<file path="src/rtl/mdio_pkg.sv">
package mdio_pkg;

    typedef enum logic [1:0] {
        PH_IDLE  = 2'd0,
        PH_PRE   = 2'd1,
        PH_FRAME = 2'd2
    } mdio_phase_e;

    localparam int          CMD_W  = 32;
    localparam int          DATA_W = 16;
    localparam logic [1:0]  OP_RD  = 2'b10;
    localparam logic [1:0]  OP_WR  = 2'b01;

endpackage

</file>
<file path="src/rtl/mdio_clkdiv.sv">
module mdio_clkdiv #(
    parameter int DIV_LO = 32,
    parameter int DIV_HI = 48
) (
    input  logic clk,
    input  logic rst_n,
    input  logic run,
    input  logic sel,
    output logic mdc,
    output logic rise_evt,
    output logic fall_evt
);
    localparam int DMAX = (DIV_HI > DIV_LO) ? DIV_HI : DIV_LO;
    localparam int CW   = $clog2(DMAX);

    typedef struct packed {
        logic [CW-1:0] cnt;
        logic          mdc;
    } div_t;

    div_t d, q;
    logic [CW-1:0] per_m1;
    logic [CW-1:0] half_m1;

    assign per_m1  = sel ? CW'(DIV_HI - 1)     : CW'(DIV_LO - 1);
    assign half_m1 = sel ? CW'(DIV_HI / 2 - 1) : CW'(DIV_LO / 2 - 1);

    assign rise_evt = run && (q.cnt == half_m1);
    assign fall_evt = run && (q.cnt == per_m1);
    assign mdc      = q.mdc;

    always_comb begin
        d = q;
        if (!run) begin
            d.cnt = '0;
            d.mdc = 1'b0;
        end else if (fall_evt) begin
            d.cnt = '0;
            d.mdc = 1'b0;
        end else begin
            d.cnt = q.cnt + 1'b1;
            if (rise_evt) d.mdc = 1'b1;
        end
    end

    always_ff @(posedge clk or negedge rst_n) begin
        if (!rst_n) q <= '0;
        else        q <= d;
    end
endmodule

</file>
<file path="src/rtl/mdio_shift_in.sv">
module mdio_shift_in #(
    parameter int W = 16
) (
    input  logic         clk,
    input  logic         rst_n,
    input  logic         clr,
    input  logic         en,
    input  logic         din,
    output logic [W-1:0] val
);
    logic [W-1:0] val_d, val_q;

    always_comb begin
        val_d = val_q;
        if (clr)     val_d = '0;
        else if (en) val_d = {val_q[W-2:0], din};
    end

    always_ff @(posedge clk or negedge rst_n) begin
        if (!rst_n) val_q <= '0;
        else        val_q <= val_d;
    end

    assign val = val_q;
endmodule

</file>
<file path="src/rtl/mdio_seq.sv">
module mdio_seq
    import mdio_pkg::*;
#(
    parameter int PRE_LEN = 32
) (
    input  logic              clk,
    input  logic              rst_n,
    input  logic              cmd_we,
    input  logic [CMD_W-1:0]  cmd_wdata,
    input  logic              mgmt_en,
    input  logic              div_sel,
    input  logic              rise_evt,
    input  logic              fall_evt,
    input  logic [DATA_W-1:0] cap_val,
    output logic              busy,
    output logic              sel_out,
    output logic              mdo,
    output logic              mdo_en,
    output logic [CMD_W-1:0]  word,
    output logic              cap_clr,
    output logic              cap_en
);
    localparam int TOTAL       = PRE_LEN + CMD_W;
    localparam int PW          = $clog2(TOTAL);
    localparam int OP_HI       = CMD_W - 3;
    localparam int OP_LO       = CMD_W - 4;
    localparam logic [PW-1:0] LAST_POS    = PW'(TOTAL - 1);
    localparam logic [PW-1:0] FRAME_POS   = PW'(PRE_LEN);
    localparam logic [PW-1:0] RELEASE_POS = PW'(PRE_LEN + CMD_W - DATA_W - 1);
    localparam logic [PW-1:0] CAP_POS     = PW'(PRE_LEN + CMD_W - DATA_W);

    typedef struct packed {
        mdio_phase_e      phase;
        logic [PW-1:0]    pos;
        logic [CMD_W-1:0] word;
        logic [CMD_W-1:0] shreg;
        logic             sel;
        logic             is_rd;
        logic             mdo;
        logic             oe;
    } seq_t;

    seq_t d, q;
    logic accept;

    always_comb begin
        d      = q;
        accept = 1'b0;
        case (q.phase)
            PH_IDLE: begin
                if (cmd_we && mgmt_en) begin
                    accept  = 1'b1;
                    d.phase = PH_PRE;
                    d.pos   = '0;
                    d.word  = cmd_wdata;
                    d.shreg = cmd_wdata;
                    d.sel   = div_sel;
                    d.is_rd = (cmd_wdata[OP_HI:OP_LO] == OP_RD);
                    d.mdo   = 1'b1;
                    d.oe    = 1'b1;
                end
            end
            default: begin
                if (fall_evt) begin
                    if (q.pos == LAST_POS) begin
                        d.phase = PH_IDLE;
                        d.mdo   = 1'b1;
                        d.oe    = 1'b0;
                        if (q.is_rd) d.word[DATA_W-1:0] = cap_val;
                    end else begin
                        d.pos = q.pos + 1'b1;
                        if (d.pos >= FRAME_POS) begin
                            d.phase = PH_FRAME;
                            d.mdo   = q.shreg[CMD_W-1];
                            d.shreg = {q.shreg[CMD_W-2:0], 1'b0};
                            d.oe    = !(q.is_rd && (d.pos >= RELEASE_POS));
                        end
                    end
                end
            end
        endcase
    end

    always_ff @(posedge clk or negedge rst_n) begin
        if (!rst_n) begin
            q       <= '0;
            q.phase <= PH_IDLE;
            q.mdo   <= 1'b1;
        end else begin
            q <= d;
        end
    end

    assign busy    = (q.phase != PH_IDLE);
    assign sel_out = q.sel;
    assign mdo     = q.mdo;
    assign mdo_en  = q.oe;
    assign word    = q.word;
    assign cap_clr = accept;
    assign cap_en  = rise_evt && q.is_rd && (q.phase == PH_FRAME) && (q.pos >= CAP_POS);
endmodule

</file>
<file path="src/rtl/mdio_mgmt_ctrl.sv">
module mdio_mgmt_ctrl
    import mdio_pkg::*;
#(
    parameter int DIV_LO  = 32,
    parameter int DIV_HI  = 48,
    parameter int PRE_LEN = 32
) (
    input  logic        clk,
    input  logic        rst_n,
    input  logic        cmd_we,
    input  logic [31:0] cmd_wdata,
    input  logic        mgmt_en,
    input  logic        div_sel,
    input  logic        mdio_i,
    output logic        mdc,
    output logic        mdio_o,
    output logic        mdio_oe,
    output logic [31:0] cmd_rdata,
    output logic        mgmt_idle
);
    logic              busy;
    logic              sel_l;
    logic              rise_evt;
    logic              fall_evt;
    logic              cap_clr;
    logic              cap_en;
    logic [DATA_W-1:0] cap_val;

    mdio_clkdiv #(
        .DIV_LO (DIV_LO),
        .DIV_HI (DIV_HI)
    ) i_div (
        .clk      (clk),
        .rst_n    (rst_n),
        .run      (busy),
        .sel      (sel_l),
        .mdc      (mdc),
        .rise_evt (rise_evt),
        .fall_evt (fall_evt)
    );

    mdio_seq #(
        .PRE_LEN (PRE_LEN)
    ) i_seq (
        .clk       (clk),
        .rst_n     (rst_n),
        .cmd_we    (cmd_we),
        .cmd_wdata (cmd_wdata),
        .mgmt_en   (mgmt_en),
        .div_sel   (div_sel),
        .rise_evt  (rise_evt),
        .fall_evt  (fall_evt),
        .cap_val   (cap_val),
        .busy      (busy),
        .sel_out   (sel_l),
        .mdo       (mdio_o),
        .mdo_en    (mdio_oe),
        .word      (cmd_rdata),
        .cap_clr   (cap_clr),
        .cap_en    (cap_en)
    );

    mdio_shift_in #(
        .W (DATA_W)
    ) i_cap (
        .clk   (clk),
        .rst_n (rst_n),
        .clr   (cap_clr),
        .en    (cap_en),
        .din   (mdio_i),
        .val   (cap_val)
    );

    assign mgmt_idle = !busy;
endmodule

</file>
<file path="config.mk">
export PLATFORM = sky130hd
export DESIGN_NAME = mdio_mgmt_ctrl
export DESIGN_NICKNAME = d
export VERILOG_FILES = /design/src/rtl/mdio_pkg.sv /design/src/rtl/mdio_clkdiv.sv /design/src/rtl/mdio_shift_in.sv /design/src/rtl/mdio_seq.sv /design/src/rtl/mdio_mgmt_ctrl.sv
export SDC_FILE = /design/constraint.sdc
export NUM_CORES = 1
export LEC_CHECK = 0
export CAP_MARGIN = 20
export CORE_UTILIZATION = 49
export DETAILED_ROUTE_END_ITERATION = 10
export PLACE_DENSITY = 0.76
export REMOVE_ABC_BUFFERS = 1
export SYNTH_ARGS = -nofsm -noshare
export SYNTH_HDL_FRONTEND = slang
export SYNTH_SLANG_ARGS = --single-unit
</file>
<file path="constraint.sdc">
create_clock -name clk -period 2 [get_ports clk]
set_input_delay 0.4 -clock clk [delete_from_list [all_inputs] [get_ports clk]]
set_output_delay 0.4 -clock clk [all_outputs]
set_load 0.02 [all_outputs]
</file>
==> results of run 1 <==
-- what timing repair did --
action	CTS	global route
gates resized for setup	1	3
buffers inserted	0	0
hold endpoints to repair	27	0
hold buffers	1	0
setup endpoints to repair	1	8
-- area by class of cell --
| class | count | area (µm²) | area share |
|---|---|---|---|
| Sequential cell | 99 | 2480 | 0.430 |
| Timing Repair Buffer | 96 | 965 | 0.167 |
| Inverter | 4 | 15.0 | 0.00260 |
| Clock inverter | 7 | 93.8 | 0.0163 |
| Multi-Input combinational cell | 291 | 1920 | 0.333 |
| Clock buffer | 9 | 124 | 0.0215 |
| Tap cell | 133 | 166 | 0.0289 |
-- placed cells by master, fill, tap and decap left out, drive strengths merged, types with 2 or more instances in the layout --
master / n
nor3: 2
inv: 8
nor3b: 3
xnor2: 2
o21a: 2
o21ai: 41
nand2: 109
a22oi: 18
dfrtp: 98
a21oi: 2
a211oi: 2
a21o: 3
mux2: 30
a22o: 30
clkbuf: 9
clkdlybuf4s50: 71
ha: 3
o2bb2ai: 2
nand3: 9
buf: 23
o31ai: 3
xor2: 2
nor2: 13
and3: 4
-- registers in the layout, indices dropped and copies added, names as in the netlist --
register       count
i_seq.q           41
i_seq.word        32
i_cap.val         16
i_div.q            6
i_div.mdc          1
i_seq.mdo          1
i_seq.mdo_en       1
i_seq.sel_out      1
-- worst paths after layout --
check / from / endpoint / slack, ns
worst max-delay path: i_seq.q[74] / mgmt_idle / 0.07
worst min-delay path: i_seq.word[27] / i_seq.word[27] / 0.48
worst max register to register: i_div.q[1] / i_seq.q[6] / 0.09
worst min register to register: i_seq.word[27] / i_seq.word[27] / 0.48
max in group asynchronous: rst_n / i_seq.q[27] / 0.92
min in group asynchronous: rst_n / i_div.mdc / 0.50
-- stage by stage --
step                      TNS (ns)  setup slack (ns)  cells  area [µm²]
after floorplan            -114.98             -1.65    394        4410
after global placement           0            0.0748    622        5530
after detailed placement         0            0.0216    622        5530
after CTS                        0            0.0627    639        5760
after global routing             0           0.00834    639        5770
final                            0            0.0729    639        5770
-- critical path, cell delays in order (launching register included) --
cell and delay (ns):
dfrtp_1 0.43, or2_2 0.32, inv_2 0.08, dlygate4sd2_1 0.33
-- power by group through the flow --
stage / clock (mW) / sequential (mW) / combinational (mW)
6_report: 1.39 / 2.97 / 2.56
3_3_place_gp: 0 / 2.98 / 2.52
3_5_place_dp: 0 / 3.00 / 2.58
5_1_grt: 1.51 / 3.05 / 2.80
4_1_cts: 1.44 / 2.97 / 2.58
2_1_floorplan: 0 / 3.27 / 1.17
-- per-layer routing --
metal | track usage | up-vias | share of wire
li1 | - | 1630 | -
met1 | 0.286 | 1657 | 0.47
met2 | 0.330 | 73 | 0.48
met3 | 0.0524 | 7 | 0.044
met4 | 0.0468 | 0 | 0.0078
met5 | 0 | - | 0
-- cells by family (layout without fill, tap and decap cells) --
kind of cell | Yosys count | in the layout | share of synthesized area
and+or+nand+nor | 146 | 146 | 0.129
AOI/OAI and AO/OA | 106 | 106 | 0.154
DFF | 99 | 99 | 0.509
buffers and inverters | 65 | 116 | 0.0984
muxes | 31 | 31 | 0.0922
adders and majority gates | 4 | 4 | 0.00976
xor gates and xnor gates | 4 | 4 | 0.00719
==> results.py, run 1 <==
metrics = {
    "power_and_ir_drop": {
        "power_mw": 6.92,
        "p_clk_frac": 0.201,
        "p_comb_frac": 0.370,
        "pwr_density_cell_nw_per_um2": 1200,
        "p_sw_mw": 2.39,
        "p_leak_nw": 2.68,
        "switching_share": 0.346,
        "internal-power_mw": 4.53,
        "seqPwrFrac": 0.429,
        "vdd_ir_drop_max_uv": 692,
    },
    "cells_and_area": {
        "diodes": 0,
        "synthToLayoutAreaGrowth_pct": 18.4,
        "final_nets": 542,
        "drive_gt1_frac": 0.162,
        "postLayoutCoreUtil": 0.595,
        "fillers": 783,
    },
    "placement": {
        "dpl.hpwl_um": 6650,
        "io_buffers": 73,
        "gp_congestion": 0.769,
    },
    "sta": {
        "drv_slew": 0,
        "fin_crit_sh": 0.964,
        "finalCriticalPeriod_ns": 1.93,
        "setup_viol": 0,
        "fin_hold_ws_ns": 0.482,
        "slew_headroom": 0.624,
        "tightestPinTransition_ns": 0.558,
        "fin_skew_ns": 0.0146,
        "rsz0062_at_grt": "false",
        "fmax_ghz": 0.519,
        "hold_viol": 0,
    },
    "synthesis": {
        "ys_ff_latch": 99,
        "synth_area_um2": 4870,
        "synth_cell_types": 48,
        "synth_common_cells": "109 x nand2_1, 98 x dfrtp_1, 36 x buf_4",
        "ys.flop_type": "dfrtp_1",
        "yosysMostFrequentCell": "nand2_1",
        "synth_top_cell_by_area": "dfrtp_1",
        "synth.avg_cell_area_um2": 10.7,
        "synth_enable_flop_cells": 0,
        "synth-async-reset-ratio": 1.00,
        "syn-instance-count": 455,
        "ys_warn_count": 0,
        "synth_area_leaders": "dfrtp_1 50%, nand2_1 8.4%, mux2_4 8.3%, buf_4 5.5%, a22o_1 5.4%",
        "yosysTopAreaCellShare": 0.503,
        "yosysSeqAreaShare": 0.509,
    },
    "routing": {
        "routedWlPerCell_um": 15.3,
        "drtIter0Drc": 182,
        "vias": 3367,
        "wl_um": 9790,
        "ant_nets": 0,
        "vias_per_cell": 5.27,
        "drc": 0,
        "drt_pre_antenna_iters": 6,
    },
    "clock_network": {
        "cts_tree": "done",
        "numClockSinks": 99,
        "cts_made_buffers": 9,
        "h-tree-depth": 3,
        "clk_pin_slew_ns": 0.10,
        "root_buffer": "clkbuf_8",
        "cts_buffer_depth": 2,
        "clock_latency_ns": 0.37,
    },
    "flow_run": {
        "cap_violations": 0,
    },
    "critical_path": {
        "cp-end-kind": "primary output",
        "critical_path_class": "reg2out",
        "cp-start-kind": "flop",
        "crit_fanout": 4,
        "cp.required_ns": 1.60,
        "ff2ff_path_depth": 7,
        "crit_arrival_ns": 1.53,
    },
    "floorplan": {
        "rows": 36,
        "die_w_um": 102,
        "ioPinCount": 74,
        "design.core.area_um2": 9680,
        "die_area_um2": 10300,
        "die_y_um": 102,
        "start_util": 0.503,
    },
    "global_route": {
        "grt_max_degree": 50,
        "antenna_found_initial": 0,
        "grt_pass1_vias": 3305,
        "grt_pass1_wl_um": 16400,
        "grt_use_total": 0.207,
        "overflow": 0,
    },
    "run_status": {
        "status": "complete, no violations",
    },
    "min_path": {
        "whs_path_depth": 2,
        "min_path_type": "reg2reg",
    },
}
Note: power is estimated with default switching activity, not from simulation.
==> inputs of run 2 (changes only) <==
- CORE_ASPECT_RATIO: unset -> 0.7
- HOLD_SLACK_MARGIN: unset -> 0.02
==> run 2 against run 1 <==
Net effect:
- clock power is 27% higher
- non-clock buffer count down 3
- fmax rose by 0.61%
- wire length up 2.9%
- cell area is 2.3% higher
- highest routed layer unchanged
- register-to-register slack barely moved
- sequential share of layout area decreased by 0.91 points
- largest cell class unchanged
==> results.py, run 2 (synthesis gave the netlist of run 1 again) <==
metrics = {
    "routing": {
        "drt_pre_antenna_iters": 4,
        "ant_nets": 0,
        "drtIter0Drc": 228,
        "wl_um": 10100,
        "vias_per_cell": 5.39,
        "vias": 3402,
        "routedWlPerCell_um": 16.0,
        "drc": 0,
    },
    "run_status": {
        "status": "complete, no violations",
    },
    "critical_path": {
        "worstSetupStartpoint": "i_seq.q[68]",
        "r2r_slack_ns": 0.08,
        "crit_path_max_incr_delay_ns": 0.43,
        "crit_slowest_cell": "dfrtp_2",
        "crit_arrival_ns": 2.14,
        "worstReg2RegStart": "i_seq.q[68]",
        "cp-start-kind": "flop",
        "crit_fanout": 13,
        "ff2ff_path_depth": 6,
        "rr_endpoint": "i_seq.q[5]",
        "crit_end": "i_seq.q[5]",
        "cp.required_ns": 2.22,
        "cp-end-kind": "flop",
        "cp_cell_sequence": "nand3_2 > o21a_1 > o211a_4 > nor2_8 > buf_12 > mux2_2",
        "critical_path_class": "reg2reg",
    },
    "power_and_ir_drop": {
        "vdd_ir_drop_max_uv": 599,
        "power_mw": 7.34,
        "pwr_density_cell_nw_per_um2": 1240,
        "p_leak_nw": 2.72,
    },
    "sta": {
        "fmax_ghz": 0.522,
        "hold_viol": 0,
        "drv_slew": 0,
        "fin_skew_ns": 0.00691,
        "tns_ns": 0,
        "slew_headroom": 0.606,
        "finalCriticalPeriod_ns": 1.92,
        "setup_viol": 0,
        "fin_crit_sh": 0.958,
        "rsz0062_at_grt": "false",
        "tightestPinTransition_ns": 0.585,
        "fin_hold_ws_ns": 0.460,
    },
    "floorplan": {
        "rows": 30,
        "design.core.area_um2": 9680,
        "ioPinCount": 74,
        "die_y_um": 85.4,
        "start_util": 0.503,
        "die_w_um": 121,
        "die_area_um2": 10400,
    },
    "placement": {
        "io_buffers": 73,
        "gp_congestion": 0.835,
        "dpl.hpwl_um": 6490,
    },
    "cells_and_area": {
        "fillers": 757,
        "largest_reg_flops": 41,
        "final_common_cell": "nand2_1",
        "final_cell_mix": "109 x nand2_1, 95 x dfrtp_1, 71 x clkdlybuf4s50_1",
        "regMostFlops": "i_seq.q",
        "seq_area_um2": 2480,
        "multiInputGateArea_um2": 1940,
        "diodes": 0,
        "drive_gt1_frac": 0.163,
        "final_nets": 539,
        "synthToLayoutAreaGrowth_pct": 21.0,
    },
    "clock_network": {
        "cts_tree": "done",
        "h-tree-depth": 3,
        "root_buffer": "clkbuf_16",
        "numClockSinks": 99,
        "clk_pin_slew_ns": 0.07,
        "clock_latency_ns": 0.34,
        "cts_buffer_depth": 2,
        "cts_made_buffers": 9,
    },
    "global_route": {
        "overflow": 0,
        "antenna_found_initial": 0,
        "grt_pass1_wl_um": 16400,
        "grt_use_total": 0.205,
        "grt_max_degree": 50,
        "grt_pass1_vias": 3282,
    },
    "flow_run": {
        "cap_violations": 0,
    },
    "min_path": {
        "min_path_type": "reg2reg",
    },
}
-- run 2: worst min-delay path by stage --
stage | start | to | cells past startpoint
3_3_place_gp | rst_n | i_seq.word[27] | 1
6_report | i_div.q[1] | i_div.q[1] | 1
5_1_grt | i_div.q[1] | i_div.q[1] | 1
3_5_place_dp | rst_n | i_seq.word[27] | 1
4_1_cts | i_div.q[1] | i_div.q[1] | 1
2_1_floorplan | rst_n | i_cap.val[0] | 0
-- run 2: final cells by class --
type,count,area share
clock buffers,10,0.0405
clock inverters,6,0.0123
inverters,4,0.00255
multi-input cells,291,0.330
flip-flops and latches,99,0.421
well taps,128,0.0272
repair buffers,93,0.167
-- run 2: through the flow --
step                cells  utilization  worst slack (ns)  area, µm²
floorplan             394            -             -1.65       4410
global placement      612        0.569            0.0865       5510
detailed placement    612        0.569            0.0637       5510
CTS                   629        0.602            0.0251       5830
global route          631        0.609           0.00587       5900
finish                631        0.609            0.0845       5900
-- run 2: report_power, final --
group,switching [mW],leakage [nW],total [mW],internal (mW)
registers,0.370,1.32,2.97,2.60
logic,1.26,1.26,2.60,1.34
clock network,0.754,0.150,1.77,1.02
total,2.39,2.72,7.34,4.95
-- run 2: metal layers --
layer	part of all wire	track usage	vias to the layer above
met5	0	0	-
met3	0.057	0.0605	12
met2	0.44	0.296	85
met1	0.49	0.300	1674
li1	-	-	1631
met4	0.0083	0.0550	0
-- run 2: critical path, delay by kind of cell (launching register included) --
kind / cells / cell delay (ns)
AOI/OAI and AO/OA: 2 / 0.56
DFF: 1 / 0.43
muxes: 1 / 0.34
and+or+nand+nor: 2 / 0.30
buffers and inverters: 1 / 0.18
-- run 2: what timing repair did --
item                       in CTS  in global routing
pin swaps                       0                  0
hold endpoints to repair       24                  0
gates resized for setup         1                  8
gates cloned                    0                  1
buffers inserted                0                  1
hold buffers                    1                  0
setup endpoints to repair       1                 31
==> inputs of run 3 (changes only) <==
- CORE_UTILIZATION: 49 -> 55
- DONT_BUFFER_PORTS: unset -> 1
- PLACE_DENSITY: 0.76 -> 0.73
==> run 3 against run 2 <==
Net effect:
- the flow now finishes with violations (hold timing)
- register-to-register slack about the same
- worst hold slack got worse by 0.71 ns
- combinational power decreased by 42%
==> results.py, run 3 (synthesis gave the netlist of run 1 again) <==
metrics = {
    "power_and_ir_drop": {
        "power_mw": 6.52,
        "vdd_ir_drop_max_uv": 554,
        "switching_share": 0.333,
        "internal-power_mw": 4.35,
        "p_comb_frac": 0.230,
        "p_clk_frac": 0.254,
        "p_sw_mw": 2.17,
        "p_leak_nw": 2.39,
        "pwr_density_cell_nw_per_um2": 1290,
        "seqPwrFrac": 0.515,
    },
    "clock_network": {
        "cts_tree": "done",
        "root_buffer": "clkbuf_16",
        "cts_made_buffers": 9,
        "h-tree-depth": 3,
        "numClockSinks": 99,
        "clk_pin_slew_ns": 0.06,
        "cts_buffer_depth": 2,
        "clock_latency_ns": 0.34,
        "cts_setup_buffers": 0,
    },
    "critical_path": {
        "cp-end-kind": "flop",
        "crit_arrival_ns": 2.13,
        "critical_path_class": "reg2reg",
        "cp-start-kind": "flop",
        "crit_path_max_incr_delay_ns": 0.44,
        "crit_buf_inv": 1,
        "cp.required_ns": 2.23,
        "crit_fanout": 15,
        "crit_slowest_cell": "dfrtp_2",
        "cp_cell_sequence": "nand3_2 > o21a_1 > o211a_4 > nor2_8 > buf_12 > mux2_2",
        "critical-path-top-delay-family": "compound AO/OA/AOI/OAI gates",
    },
    "floorplan": {
        "rows": 28,
        "die_y_um": 80.7,
        "design.core.area_um2": 8510,
        "start_util": 0.572,
        "ioPinCount": 74,
        "die_area_um2": 9240,
        "die_w_um": 114,
    },
    "sta": {
        "finalCriticalPeriod_ns": 1.90,
        "tightestPinTransition_ns": 0.610,
        "drv_slew": 0,
        "fin_hold_ws_ns": -0.245,
        "fin_skew_ns": 0.00762,
        "fmax_ghz": 0.526,
        "rsz0062_at_grt": "false",
        "hold_viol": 99,
        "slew_headroom": 0.589,
        "fin_crit_sh": 0.950,
        "setup_viol": 0,
    },
    "global_route": {
        "grt_pass1_vias": 3029,
        "grt_pass1_wl_um": 15200,
        "grt_use_total": 0.215,
        "grt_max_degree": 100,
        "overflow": 0,
        "antenna_found_initial": 0,
    },
    "cells_and_area": {
        "fin_area_um2": 5030,
        "largest_reg_flops": 41,
        "final_nets": 461,
        "drive_gt1_frac": 0.172,
        "final_common_cell": "nand2_1",
        "regMostFlops": "i_seq.q",
        "postLayoutCoreUtil": 0.591,
        "fillers": 723,
        "final_cell_mix": "109 x nand2_1, 95 x dfrtp_1, 30 x a22o_1",
        "diodes": 0,
        "stdcell_count": 544,
        "synthToLayoutAreaGrowth_pct": 3.29,
    },
    "routing": {
        "drc": 0,
        "drt_pre_antenna_iters": 4,
        "vias": 3104,
        "wl_met1_um": 4390,
        "drtIter0Drc": 186,
        "routedWlPerCell_um": 16.8,
        "route.met2.wl_um": 4060,
        "dr_wl_met3_um": 636,
        "wl_um": 9170,
        "vias_per_cell": 5.71,
        "ant_nets": 0,
        "route.top_layer_used": "met4",
    },
    "placement": {
        "placed_cells": 529,
        "placed_area_um2": 4730,
        "io_buffers": 0,
        "gp_congestion": 0.906,
        "dpl.hpwl_um": 5850,
    },
    "run_status": {
        "violations": "hold timing",
        "status": "complete, but fails checks",
    },
    "flow_run": {
        "cap_violations": 0,
    },
    "min_path": {
        "min_path_type": "in2async",
    },
}
run 3: changes by cell type in the layout (fill, tap and decap cells not counted), sizes merged:
cell           change
clkbuf             +1
inv                -2
clkdlybuf4s50     -71
dlygate4sd2        -1
dlygate4sd3        -1
buf                -4
clkinvlp           -1
run 3: worst reg2reg max path, delay by kind of cell, from the launching register on:
kind	cells	cell delay [ns]
muxes	1	0.35
buffers and inverters	1	0.17
AOI/OAI and AO/OA	2	0.54
DFF	1	0.44
and+or+nand+nor	2	0.28
run 3: path summary, 6_finish.rpt:
check                              start        endpoint  slack (ns)  cells past startpoint
max                          i_seq.q[68]      i_seq.q[5]         0.1                      6
min reg2reg                   i_div.q[1]      i_div.q[1]        0.47                      1
max in group asynchronous          rst_n       i_seq.mdo        2.01                      0
min in group clk           cmd_wdata[18]  i_seq.word[18]        0.16                      2
min                                rst_n  i_seq.word[27]       -0.25                      0
max reg2reg                  i_seq.q[68]      i_seq.q[5]         0.1                      6
run 3: cell type report:
cell class                 instances  area, µm²  share of cell area
inverter                           4       15.0             0.00298
multi-input combinational        291       1930               0.384
sequential                        99       2480               0.493
tap                              120        150              0.0298
timing repair buffer              15        175              0.0348
clock inverter                     3       40.0             0.00796
clock buffer                      12        236              0.0470
run 3: power by group through the flow:
stage | combinational (mW) | sequential, mW | clock (mW)
after floorplan | 1.17 | 3.27 | 0
after global placement | 1.44 | 3.37 | 0
after detailed placement | 1.51 | 3.38 | 0
after CTS | 1.52 | 3.36 | 1.69
after global routing | 1.67 | 3.44 | 1.77
final | 1.50 | 3.36 | 1.66
run 3: per-layer routing:
| metal | vias to the layer above | track usage |
|---|---|---|
| li1 | 1464 | - |
| met1 | 1539 | 0.299 |
| met2 | 95 | 0.324 |
| met3 | 6 | 0.0761 |
| met4 | 0 | 0.0468 |
| met5 | - | 0 |
run 3: repair_timing:
item                                    in CTS  in global routing
resized for setup                            0                  6
hold endpoints to repair                    99                 99
endpoints found under the setup margin       0                 30
run 3: metrics by stage:
stage / setup slack, ns / TNS (ns)
finish: 0.0991 / 0
detailed placement: 0.0197 / 0
floorplan: -1.65 / -114.98
global route: 0.0160 / 0
global placement: 0.103 / 0
CTS: 0.00363 / 0
